**src/rtl/mdio_pkg.sv**
```systemverilog
package mdio_pkg;

  typedef enum logic [2:0] {
    S_IDLE,
    S_PRE,
    S_SEND,
    S_TA,
    S_RECV,
    S_FLUSH,
    S_TAIL
  } mdio_state_e;

  localparam logic [1:0] SOF_CODE = 2'b01;
  localparam logic [1:0] OP_READ  = 2'b10;
  localparam logic [1:0] OP_WRITE = 2'b01;
  localparam logic [1:0] TA_WRITE = 2'b10;

  localparam int unsigned RD_TAIL_CYC = 2;
  localparam int unsigned WR_TAIL_CYC = 1;

endpackage

```
**src/rtl/mdio_sync.sv**
```systemverilog
module mdio_sync #(
  parameter int unsigned STAGES = 2
) (
  input  logic clk_i,
  input  logic rst_ni,
  input  logic d_i,
  output logic q_o
);

  logic [STAGES-1:0] sync_q;

  generate
    if (STAGES == 1) begin : g_single
      always_ff @(posedge clk_i or negedge rst_ni)
        if (!rst_ni) sync_q <= '1;
        else         sync_q <= d_i;
    end else begin : g_chain
      always_ff @(posedge clk_i or negedge rst_ni)
        if (!rst_ni) sync_q <= '1;
        else         sync_q <= {sync_q[STAGES-2:0], d_i};
    end
  endgenerate

  assign q_o = sync_q[STAGES-1];

endmodule

```
**src/rtl/mdio_tick.sv**
```systemverilog
module mdio_tick #(
  parameter int unsigned DIV_W = 8
) (
  input  logic             clk_i,
  input  logic             rst_ni,
  input  logic             run_i,
  input  logic             load_i,
  input  logic [DIV_W-1:0] div_i,
  output logic             tick_o
);

  logic [DIV_W-1:0] div_q;
  logic [DIV_W-1:0] cnt_q;
  logic [DIV_W-1:0] lim;

  // divider is captured per transfer; 0 acts as 1
  always_ff @(posedge clk_i or negedge rst_ni)
    if (!rst_ni)     div_q <= DIV_W'(1);
    else if (load_i) div_q <= (div_i == '0) ? DIV_W'(1) : div_i;

  assign lim    = div_q - DIV_W'(1);
  assign tick_o = run_i && (cnt_q == lim);

  always_ff @(posedge clk_i or negedge rst_ni)
    if (!rst_ni)      cnt_q <= '0;
    else if (!run_i)  cnt_q <= '0;
    else if (tick_o)  cnt_q <= '0;
    else              cnt_q <= cnt_q + DIV_W'(1);

  p_cnt_in_range_r4: assert property (@(posedge clk_i) disable iff (!rst_ni)
    run_i |-> (cnt_q <= lim));

  p_div_nonzero_r4: assert property (@(posedge clk_i) disable iff (!rst_ni)
    div_q != '0);

endmodule

```
**src/rtl/mdio_seq.sv**
```systemverilog
module mdio_seq
  import mdio_pkg::*;
#(
  parameter int unsigned ADDR_W    = 5,
  parameter int unsigned DATA_W    = 16,
  parameter int unsigned PRE_CYC   = 32,
  parameter int unsigned FLUSH_CYC = 32
) (
  input  logic              clk_i,
  input  logic              rst_ni,
  input  logic              start_i,
  input  logic              read_i,
  input  logic [ADDR_W-1:0] phy_i,
  input  logic [ADDR_W-1:0] reg_i,
  input  logic [DATA_W-1:0] wdata_i,
  input  logic              tick_i,
  input  logic              mdi_i,
  output logic              busy_o,
  output logic              load_o,
  output logic              mdc_o,
  output logic              mdo_o,
  output logic              oe_o,
  output logic              done_o,
  output logic [DATA_W-1:0] rdata_o,
  output logic              err_o
);

  localparam int unsigned HDR_BITS   = 4 + 2 * ADDR_W;
  localparam int unsigned FRAME_BITS = HDR_BITS + 2 + DATA_W;
  localparam int unsigned CNT_W      = $clog2(PRE_CYC + FLUSH_CYC + FRAME_BITS + 1);

  localparam logic [CNT_W-1:0] PRE_LAST   = CNT_W'(PRE_CYC - 1);
  localparam logic [CNT_W-1:0] FLUSH_LAST = CNT_W'(FLUSH_CYC - 1);
  localparam logic [CNT_W-1:0] HDR_LAST   = CNT_W'(HDR_BITS - 1);
  localparam logic [CNT_W-1:0] FRAME_LAST = CNT_W'(FRAME_BITS - 1);
  localparam logic [CNT_W-1:0] DATA_LAST  = CNT_W'(DATA_W - 1);
  localparam logic [CNT_W-1:0] RTAIL_LAST = CNT_W'(RD_TAIL_CYC - 1);
  localparam logic [CNT_W-1:0] WTAIL_LAST = CNT_W'(WR_TAIL_CYC - 1);

  mdio_state_e           state_q;
  logic                  half_q;     // 0: low half of the MDC cycle, 1: high half
  logic [CNT_W-1:0]      cnt_q;
  logic [FRAME_BITS-1:0] sh_q;
  logic                  rd_q;
  logic [DATA_W-1:0]     rx_q;
  logic                  mdc_q, mdo_q, oe_q, done_q, err_q;
  logic [DATA_W-1:0]     rdata_q;

  logic [CNT_W-1:0] send_last, tail_last;
  logic             cyc_end;

  assign send_last = rd_q ? HDR_LAST : FRAME_LAST;
  assign tail_last = rd_q ? RTAIL_LAST : WTAIL_LAST;
  assign cyc_end   = tick_i && half_q;
  assign load_o    = (state_q == S_IDLE) && start_i;

  always_ff @(posedge clk_i or negedge rst_ni) begin
    if (!rst_ni) begin
      state_q <= S_IDLE;
      half_q  <= 1'b0;
      cnt_q   <= '0;
      sh_q    <= '0;
      rd_q    <= 1'b0;
      rx_q    <= '0;
      mdc_q   <= 1'b1;
      mdo_q   <= 1'b1;
      oe_q    <= 1'b0;
      done_q  <= 1'b0;
      rdata_q <= '0;
      err_q   <= 1'b0;
    end else begin
      done_q <= 1'b0;
      if (state_q == S_IDLE) begin
        if (start_i) begin
          state_q <= S_PRE;
          half_q  <= 1'b0;
          cnt_q   <= '0;
          mdc_q   <= 1'b0;
          mdo_q   <= 1'b1;
          oe_q    <= 1'b1;
          rd_q    <= read_i;
          sh_q    <= {SOF_CODE, (read_i ? OP_READ : OP_WRITE), phy_i, reg_i, TA_WRITE, wdata_i};
        end
      end else if (tick_i && !half_q) begin
        half_q <= 1'b1;
        mdc_q  <= 1'b1;
      end else if (cyc_end) begin
        // close the current MDC cycle, open the next low half
        half_q <= 1'b0;
        mdc_q  <= 1'b0;
        cnt_q  <= cnt_q + CNT_W'(1);
        unique case (state_q)
          S_PRE: begin
            if (cnt_q == PRE_LAST) begin
              state_q <= S_SEND;
              cnt_q   <= '0;
              mdo_q   <= sh_q[FRAME_BITS-1];
              sh_q    <= {sh_q[FRAME_BITS-2:0], 1'b0};
            end
          end
          S_SEND: begin
            if (cnt_q == send_last) begin
              cnt_q   <= '0;
              oe_q    <= 1'b0;
              mdo_q   <= 1'b1;
              state_q <= rd_q ? S_TA : S_TAIL;
            end else begin
              mdo_q <= sh_q[FRAME_BITS-1];
              sh_q  <= {sh_q[FRAME_BITS-2:0], 1'b0};
            end
          end
          S_TA: begin
            cnt_q   <= '0;
            state_q <= mdi_i ? S_FLUSH : S_RECV;
          end
          S_RECV: begin
            rx_q <= {rx_q[DATA_W-2:0], mdi_i};
            if (cnt_q == DATA_LAST) begin
              cnt_q   <= '0;
              state_q <= S_TAIL;
            end
          end
          S_FLUSH: begin
            if (cnt_q == FLUSH_LAST) begin
              state_q <= S_IDLE;
              mdc_q   <= 1'b1;
              done_q  <= 1'b1;
              err_q   <= 1'b1;
              rdata_q <= '0;
            end
          end
          S_TAIL: begin
            if (cnt_q == tail_last) begin
              state_q <= S_IDLE;
              mdc_q   <= 1'b1;
              done_q  <= 1'b1;
              err_q   <= 1'b0;
              rdata_q <= rd_q ? rx_q : '0;
            end
          end
          default: state_q <= S_IDLE;
        endcase
      end
    end
  end

  assign busy_o  = (state_q != S_IDLE);
  assign mdc_o   = mdc_q;
  assign mdo_o   = mdo_q;
  assign oe_o    = oe_q;
  assign done_o  = done_q;
  assign rdata_o = rdata_q;
  assign err_o   = err_q;

  p_idle_quiet_r1: assert property (@(posedge clk_i) disable iff (!rst_ni)
    (state_q == S_IDLE) |-> (mdc_q && !oe_q));

  p_preamble_high_r2: assert property (@(posedge clk_i) disable iff (!rst_ni)
    (state_q == S_PRE) |-> (oe_q && mdo_q));

  p_oe_moves_low_r3: assert property (@(posedge clk_i) disable iff (!rst_ni)
    ($rose(oe_q) || $fell(oe_q)) |-> !mdc_q);

  p_data_moves_low_r3: assert property (@(posedge clk_i) disable iff (!rst_ni)
    (oe_q && !$stable(mdo_q)) |-> !mdc_q);

  p_mdc_hold_r4: assert property (@(posedge clk_i) disable iff (!rst_ni)
    (busy_o && !tick_i) |=> $stable(mdc_q));

  p_released_after_ta_r5: assert property (@(posedge clk_i) disable iff (!rst_ni)
    (state_q == S_TA || state_q == S_RECV || state_q == S_FLUSH) |-> !oe_q);

  p_err_no_data_r7: assert property (@(posedge clk_i) disable iff (!rst_ni)
    (done_q && err_q) |-> (rdata_q == '0));

  p_done_pulse_r9: assert property (@(posedge clk_i) disable iff (!rst_ni)
    done_q |=> !done_q);

  p_result_stable_r9: assert property (@(posedge clk_i) disable iff (!rst_ni)
    !done_q |-> ($stable(rdata_q) && $stable(err_q)));

endmodule

```
**src/rtl/mdio_master.sv**
```systemverilog
module mdio_master #(
  parameter int unsigned ADDR_W      = 5,
  parameter int unsigned DATA_W      = 16,
  parameter int unsigned DIV_W       = 8,
  parameter int unsigned SYNC_STAGES = 2,
  parameter int unsigned PRE_CYC     = 32,
  parameter int unsigned FLUSH_CYC   = 32
) (
  input  logic              clk_i,
  input  logic              rst_ni,
  input  logic              start_i,
  input  logic              read_i,
  input  logic [ADDR_W-1:0] phy_addr_i,
  input  logic [ADDR_W-1:0] reg_addr_i,
  input  logic [DATA_W-1:0] wdata_i,
  input  logic [DIV_W-1:0]  half_div_i,
  output logic              busy_o,
  output logic              done_o,
  output logic [DATA_W-1:0] rdata_o,
  output logic              err_o,
  output logic              mdc_o,
  output logic              mdio_o,
  output logic              mdio_oe_o,
  input  logic              mdio_i
);

  logic mdi_sync;
  logic tick;
  logic load;

  mdio_sync #(.STAGES(SYNC_STAGES)) i_sync (
    .clk_i  (clk_i),
    .rst_ni (rst_ni),
    .d_i    (mdio_i),
    .q_o    (mdi_sync)
  );

  mdio_tick #(.DIV_W(DIV_W)) i_tick (
    .clk_i  (clk_i),
    .rst_ni (rst_ni),
    .run_i  (busy_o),
    .load_i (load),
    .div_i  (half_div_i),
    .tick_o (tick)
  );

  mdio_seq #(
    .ADDR_W    (ADDR_W),
    .DATA_W    (DATA_W),
    .PRE_CYC   (PRE_CYC),
    .FLUSH_CYC (FLUSH_CYC)
  ) i_seq (
    .clk_i   (clk_i),
    .rst_ni  (rst_ni),
    .start_i (start_i),
    .read_i  (read_i),
    .phy_i   (phy_addr_i),
    .reg_i   (reg_addr_i),
    .wdata_i (wdata_i),
    .tick_i  (tick),
    .mdi_i   (mdi_sync),
    .busy_o  (busy_o),
    .load_o  (load),
    .mdc_o   (mdc_o),
    .mdo_o   (mdio_o),
    .oe_o    (mdio_oe_o),
    .done_o  (done_o),
    .rdata_o (rdata_o),
    .err_o   (err_o)
  );

  p_done_not_busy_r9: assert property (@(posedge clk_i) disable iff (!rst_ni)
    done_o |-> !busy_o);

  p_busy_ends_done_r9: assert property (@(posedge clk_i) disable iff (!rst_ni)
    $fell(busy_o) |-> done_o);

  p_start_ignored_r10: assert property (@(posedge clk_i) disable iff (!rst_ni)
    (busy_o && start_i && !done_o) |=> (busy_o || done_o));

endmodule

```
**config.mk**
```make
export PLATFORM = sky130hd
export DESIGN_NAME = mdio_master
export DESIGN_NICKNAME = d
export VERILOG_FILES = /design/src/rtl/mdio_pkg.sv /design/src/rtl/mdio_sync.sv /design/src/rtl/mdio_tick.sv /design/src/rtl/mdio_seq.sv /design/src/rtl/mdio_master.sv
export SDC_FILE = /design/constraint.sdc
export NUM_CORES = 1
export LEC_CHECK = 0
export ABC_AREA = 0
export BUFFER_PORTS_ARGS = -buffer_cell sky130_fd_sc_hd__buf_2
export CAP_MARGIN = 20
export CORE_MARGIN = 2
export CORE_UTILIZATION = 25
export CTS_CLUSTER_SIZE = 12
export DETAILED_ROUTE_END_ITERATION = 10
export GPL_ROUTABILITY_DRIVEN = 0
export GPL_TIMING_DRIVEN = 1
export MAX_ROUTING_LAYER = met4
export SETUP_SLACK_MARGIN = 0.1
export SYNTH_ARGS = -nofsm -noshare
export SYNTH_HDL_FRONTEND = slang
export SYNTH_SLANG_ARGS = --single-unit
```
**constraint.sdc**
```tcl
create_clock -name clk_i -period 8.54 [get_ports clk_i]
set_clock_uncertainty 0.1 [all_clocks]
set_input_delay 1.708 -clock clk_i [delete_from_list [all_inputs] [get_ports clk_i]]
set_output_delay 1.708 -clock clk_i [all_outputs]
set_load 0.05 [all_outputs]
```
; ---- Word-level counts from Yosys, hierarchy flattened
; Cells that the tools add are included.
[totals]
regBits = 99
input_bits = 39
output_inout_bits = 22
elab_cells = 129
[classes]
addsub = 3
reduce_logical = 23
n_eq_ne = 21
bitwise_logic = 2
mux = 65
[op_table]
columns = op, n
row1 = $mux 32, 6
row2 = $pmux 32 s2, 1
row3 = $mux 7, 7
row4 = $mux 16, 3
row5 = $pmux 16 s2, 1
row6 = $mux 3, 10
row7 = $pmux 7 s4, 1
row8 = $mux 1, 27
row9 = $mux 8, 3
row10 = $pmux 3 s6, 1
row11 = $ne 3x1->1 const B, 5
row12 = $eq 7x7->1, 2
row13 = $reduce_and 6->1, 2
row14 = $reduce_and 5->1, 2
row15 = $eq 3x3->1 const B, 3
row16 = $reduce_bool 3->1, 3
row17 = $add 8x1->8 const B, 1
row18 = $eq 8x8->1, 1
row19 = $logic_not 8->1, 1
row20 = $reduce_and 8->1, 1
row21 = $reduce_bool 2->1, 4
row22 = $sub 8x1->8 const B, 1
row23 = $add 7x1->7 const B, 1
row24 = $eq 7x4->1 const B, 1
row25 = other kinds (16), 26

; ---- Longest topological paths before layout
[depth]
ltp_word = 7
depth_mapped = 10
ltp_nobuf = 8

; ---- Hierarchy
; Synthesis repeated with hierarchy kept, for this count alone.
[hier_totals]
cells_unflattened = 449
hier_area_um2 = 4895.9
[by_module_without_submodules]
columns = module, area_each_um2, n_inst, cells_per_inst, seq_area_each_um2
row1 = mdio_seq, 3900.0, 1, 361, 2029.4
row2 = mdio_tick, 943.4, 1, 86, 401.6
row3 = mdio_sync, 52.6, 1, 2, 52.6

; ---- Least setup slack after synthesis
; No wires, ideal clock.
[synth_timing]
kind = flip-flop to output port
from = register i_seq.state_q[2]
to = output busy_o
path_stages_with_launch = 6
t_required_ps = 6732
t_arrival_ps = 1491
slack_ps = 5241
path_buffers = 3
cell_sequence = dfrtp_1 > clkbuf_1 > nor3_1 > clkbuf_1 > inv_1 > clkbuf_1
[synth_between]
elab_chain_cells = 1
[synth_rtl]
columns = item, line_no
row1 = start: declaration, mdio_seq.sv:40  ; mdio_state_e state_q;
row2 = start signal: assignment, mdio_seq.sv:106  ; state_q <= rd_q ? S_TA : S_TAIL;
row3 = start signal: assignment, mdio_seq.sv:114  ; state_q <= mdi_i ? S_FLUSH : S_RECV;
row4 = $reduce_bool 3->1, mdio_seq.sv:147  ; assign busy_o = (state_q != S_IDLE);
row5 = end: declaration, mdio_master.sv:17  ; output logic busy_o,
; Every way passes these cells.

; ---- Final worst setup path
; Ends and elaborated chain as after synthesis.

==> run_results.csv <==
group,metric,value,unit
clocking,cts_resized,0,
min_path,end_point_of_the_worst_hold_path,"i_sync.sync_q[1]",
global_route,number_of_antenna_violations_at_the_first_check_in_global_routing,1,
clocking,cts-hold-fix-buffers,0,
setup_path,worst_r2r_startpoint,"i_tick.div_q[2]",
synth,top_cells_by_area_synth,"dfrtp_1 (47%), mux2_1 (10%), nand2_1 (8.0%)",
place,io_buffers,60,
synth,synth.top_cells.by_count,"nand2_1 (106), dfrtp_1 (94), mux2_1 (45), inv_1 (32), nor2_1 (22)",
sta,slew_headroom,34.5,%
final_layout,final_nets,581,
synth,mappedNetlistNets,533,
synth,synthFlopType,"dfrtp_1",
synth,yosysWarningCount,0,
floorplan,start_util,25.5,%
synth,netlist.area_leader.share,47.2,%
clocking,cts_htree_levels,3,
min_path,hp-class,"reg -> reg",
sta,max_freq,0.233,GHz
setup_path,worst-r2r-setup-slack,4.99,ns
synth,synth_xor_area_share,2.98,%
run,drv.max_cap_violation_count,0,
clocking,cts_root_buf,"clkbuf_16",
setup_path,worstPathMaxFanout,38,
min_path,hold_path_depth,0,
setup_path,family_with_the_most_delay_on_the_worst_path,"buffers and inverters",
sta,setup_slack,4.24,ns
place,place_ws,4.61,ns
power_and_ir_drop,p_per_area,151,nW/um2
synth,synth_edf_count,0,
synth,synth_sequential_area_ratio,49.8,%
global_route,wire_length_of_the_first_global_routing_pass,17800,um
clocking,insertion_delay,0.35,ns
drt,drt-wirelength-per-cell,12.9,um
floorplan,die_y,145,um
synth,synth.mux.area_fraction,16.0,%
clocking,cts_tree,"done",
clocking,clk_path_buf_depth,2,
power_and_ir_drop,maximum_vdd_drop,0.0000712,V
drt,wl_final,10400,um
setup_path,path_cells,"nor3_2 > buf_4 > inv_1 > buf_2",
setup_path,reg2reg_depth,6,
synth,netlist_instances,491,
drt,detail_route.iter0.violations,231,
clocking,cts.repair_timing.setup_buffer_count,0,
sta,final.hold.worst_slack,0.257,ns
synth,synth_compound_area_share,8.88,%
setup_path,critical-path-slowest-cell,"dfrtp_1",
final_layout,area_growth_syn_to_layout,16.6,%
drt,detailroute.via_count,3582,
setup_path,buffers_inverters_on_critical_path,3,
sta,finalSetupViolations,0,
setup_path,worst-setup-path-type,"reg -> out",
place,detailedPlacementHpwl,7220,um
synth,synthesis.area,4990,um2
setup_path,worstPathArrival,2.49,ns
global_route,leftover_overflow_at_the_end_of_global_routing,0,
synth,synthesis.area_per_instance,10.2,um2
sta,final_count_of_pins_violating_max_slew,0,
sta,min_period,4.30,ns
sta,timing.final.hold_violations,0,
min_path,critical_hold_path_startpoint,"i_sync.sync_q[0]",
synth,yosysMostFrequentCell,"nand2_1",
sta,tightestPinTransition,0.977,ns
setup_path,rr_endpoint,"i_seq.rdata_o[5]",
synth,synth_adder_area_share,0.752,%
synth,ys_seq_elements,99,
floorplan,chipWidth,145,um
final_layout,layout.core_utilization,29.8,%
sta,final.setup.tns,0,ns
synth,synth_async_sr_flop_share,100,%
setup_path,critPathLaunchType,"flop",
global_route,grt_pass1_vias,3585,
drt,vias_per_cell,4.42,
floorplan,io_pins,61,
setup_path,slowest_delay,0.71,ns
synth,synth.largest_area_cell,"dfrtp_1",
drt,detail_route.first_pass.iterations,4,
sta,grt_setup_unrepaired,"no",
floorplan,die-area,21100,um2
floorplan,num_rows,51,
synth,combinational_family_with_the_most_area_after_synthesis,"simple AND/OR/NAND/NOR gates",
clocking,cts-buffers-inserted,9,
synth,synthSimpleGateAreaFrac,16.9,%
global_route,total_grt_usage,10.6,%
global_route,grt_max_degree,66,
run_status,run_status,"complete, no violations",
power_and_ir_drop,cellLeakagePower,0.00266,uW
floorplan,core_region_area,19500,um2
setup_path,worst-endpoint-required,6.73,ns
clocking,cts_sinks,99,
drt,postRouteAntennaNets,0,
clocking,worst_setup_hold_path_clk_slew,0.07,ns
setup_path,timing.critical_path.to_type,"output port",
setup_path,timing.critical_path.from,"i_seq.state_q[2]",
sta,fin_crit_sh,50.3,%
drt,post-route-drc-count,0,
final_layout,post_route_cells_drive_above_1_share,18.0,%
synth,synthDistinctLibCells,63,
## how the worst max path moves through the flow
| stage | slack, ns | to | cells past startpoint |
|---|---|---|---|
| final | 4.24 | busy_o | 4 |
| after CTS | 4.22 | busy_o | 4 |
| after global placement | 4.58 | busy_o | 4 |
| after floorplan | 5.24 | busy_o | 5 |
| after global routing | 4.03 | busy_o | 4 |
| after detailed placement | 4.61 | busy_o | 4 |
## layout make-up
type	instances	area, um2
fillers	2084	13700
flip-flops and latches	99	2480
multi-input cells	334	2280
well taps	265	332
repair buffers	63	325
clock buffers	10	229
inverters	32	120
clock inverters	6	47.5
diodes	1	2.50
## power by group
| group | leakage (uW) | switching, uW | internal, uW | total, uW |
|---|---|---|---|---|
| Sequential | 0.00117 | 0.276 | 469 | 470 |
| Combinational | 0.00137 | 13.0 | 6.76 | 19.7 |
| Clock | 0.000127 | 189 | 200 | 389 |
## flip-flops by register name, indices dropped and copies added, names as in the netlist
signal,count
i_tick.cnt_q,8
i_seq.done_o,1
i_seq.mdo_o,1
i_seq.err_o,1
i_seq.sh_q,32
i_seq.rd_q,1
i_seq.rx_q,16
i_seq.oe_o,1
i_seq.half_q,1
i_tick.div_q,8
i_seq.state_q,3
i_seq.rdata_o,16
i_seq.cnt_q,7
i_sync.sync_q,2
i_seq.mdc_o,1
## per-layer routing
layer / up-vias / routed length [um] / track usage (%)
li1: 1777 / - / -
met1: 1730 / 4960 / 13.5
met2: 61 / 4890 / 16.4
met3: 14 / 385 / 2.45
met4: 0 / 172 / 4.46
met5: - / 0 / -
## per-stage QoR
step                cells  total power, uW  cell area [um2]
CTS                   809              897             5810
floorplan             491              479             4990
global route          810              919             5820
detailed placement    793              500             5540
global placement      793              500             5540
finish                810              879             5820
## cell usage in the layout, fill, tap and decap left out, types with 7 or more instances in the layout
master     instances
a21oi_1            8
buf_2             59
clkbuf_16          9
dfrtp_1           94
inv_1             32
mux2_1            45
mux2_2             7
mux2i_1           21
nand2_1          106
nand3_1           13
nor2_1            22
o21ai_0            7
xnor2_1            8
xor2_1             9
## cell families after synthesis
group | count (synthesis)
buf+inv | 58
compound gates | 58
simple gates | 183
fa+ha+maj | 3
flops | 99
mux | 73
xor+xnor | 17
No activity file was read; power rests on OpenSTA's default activity.
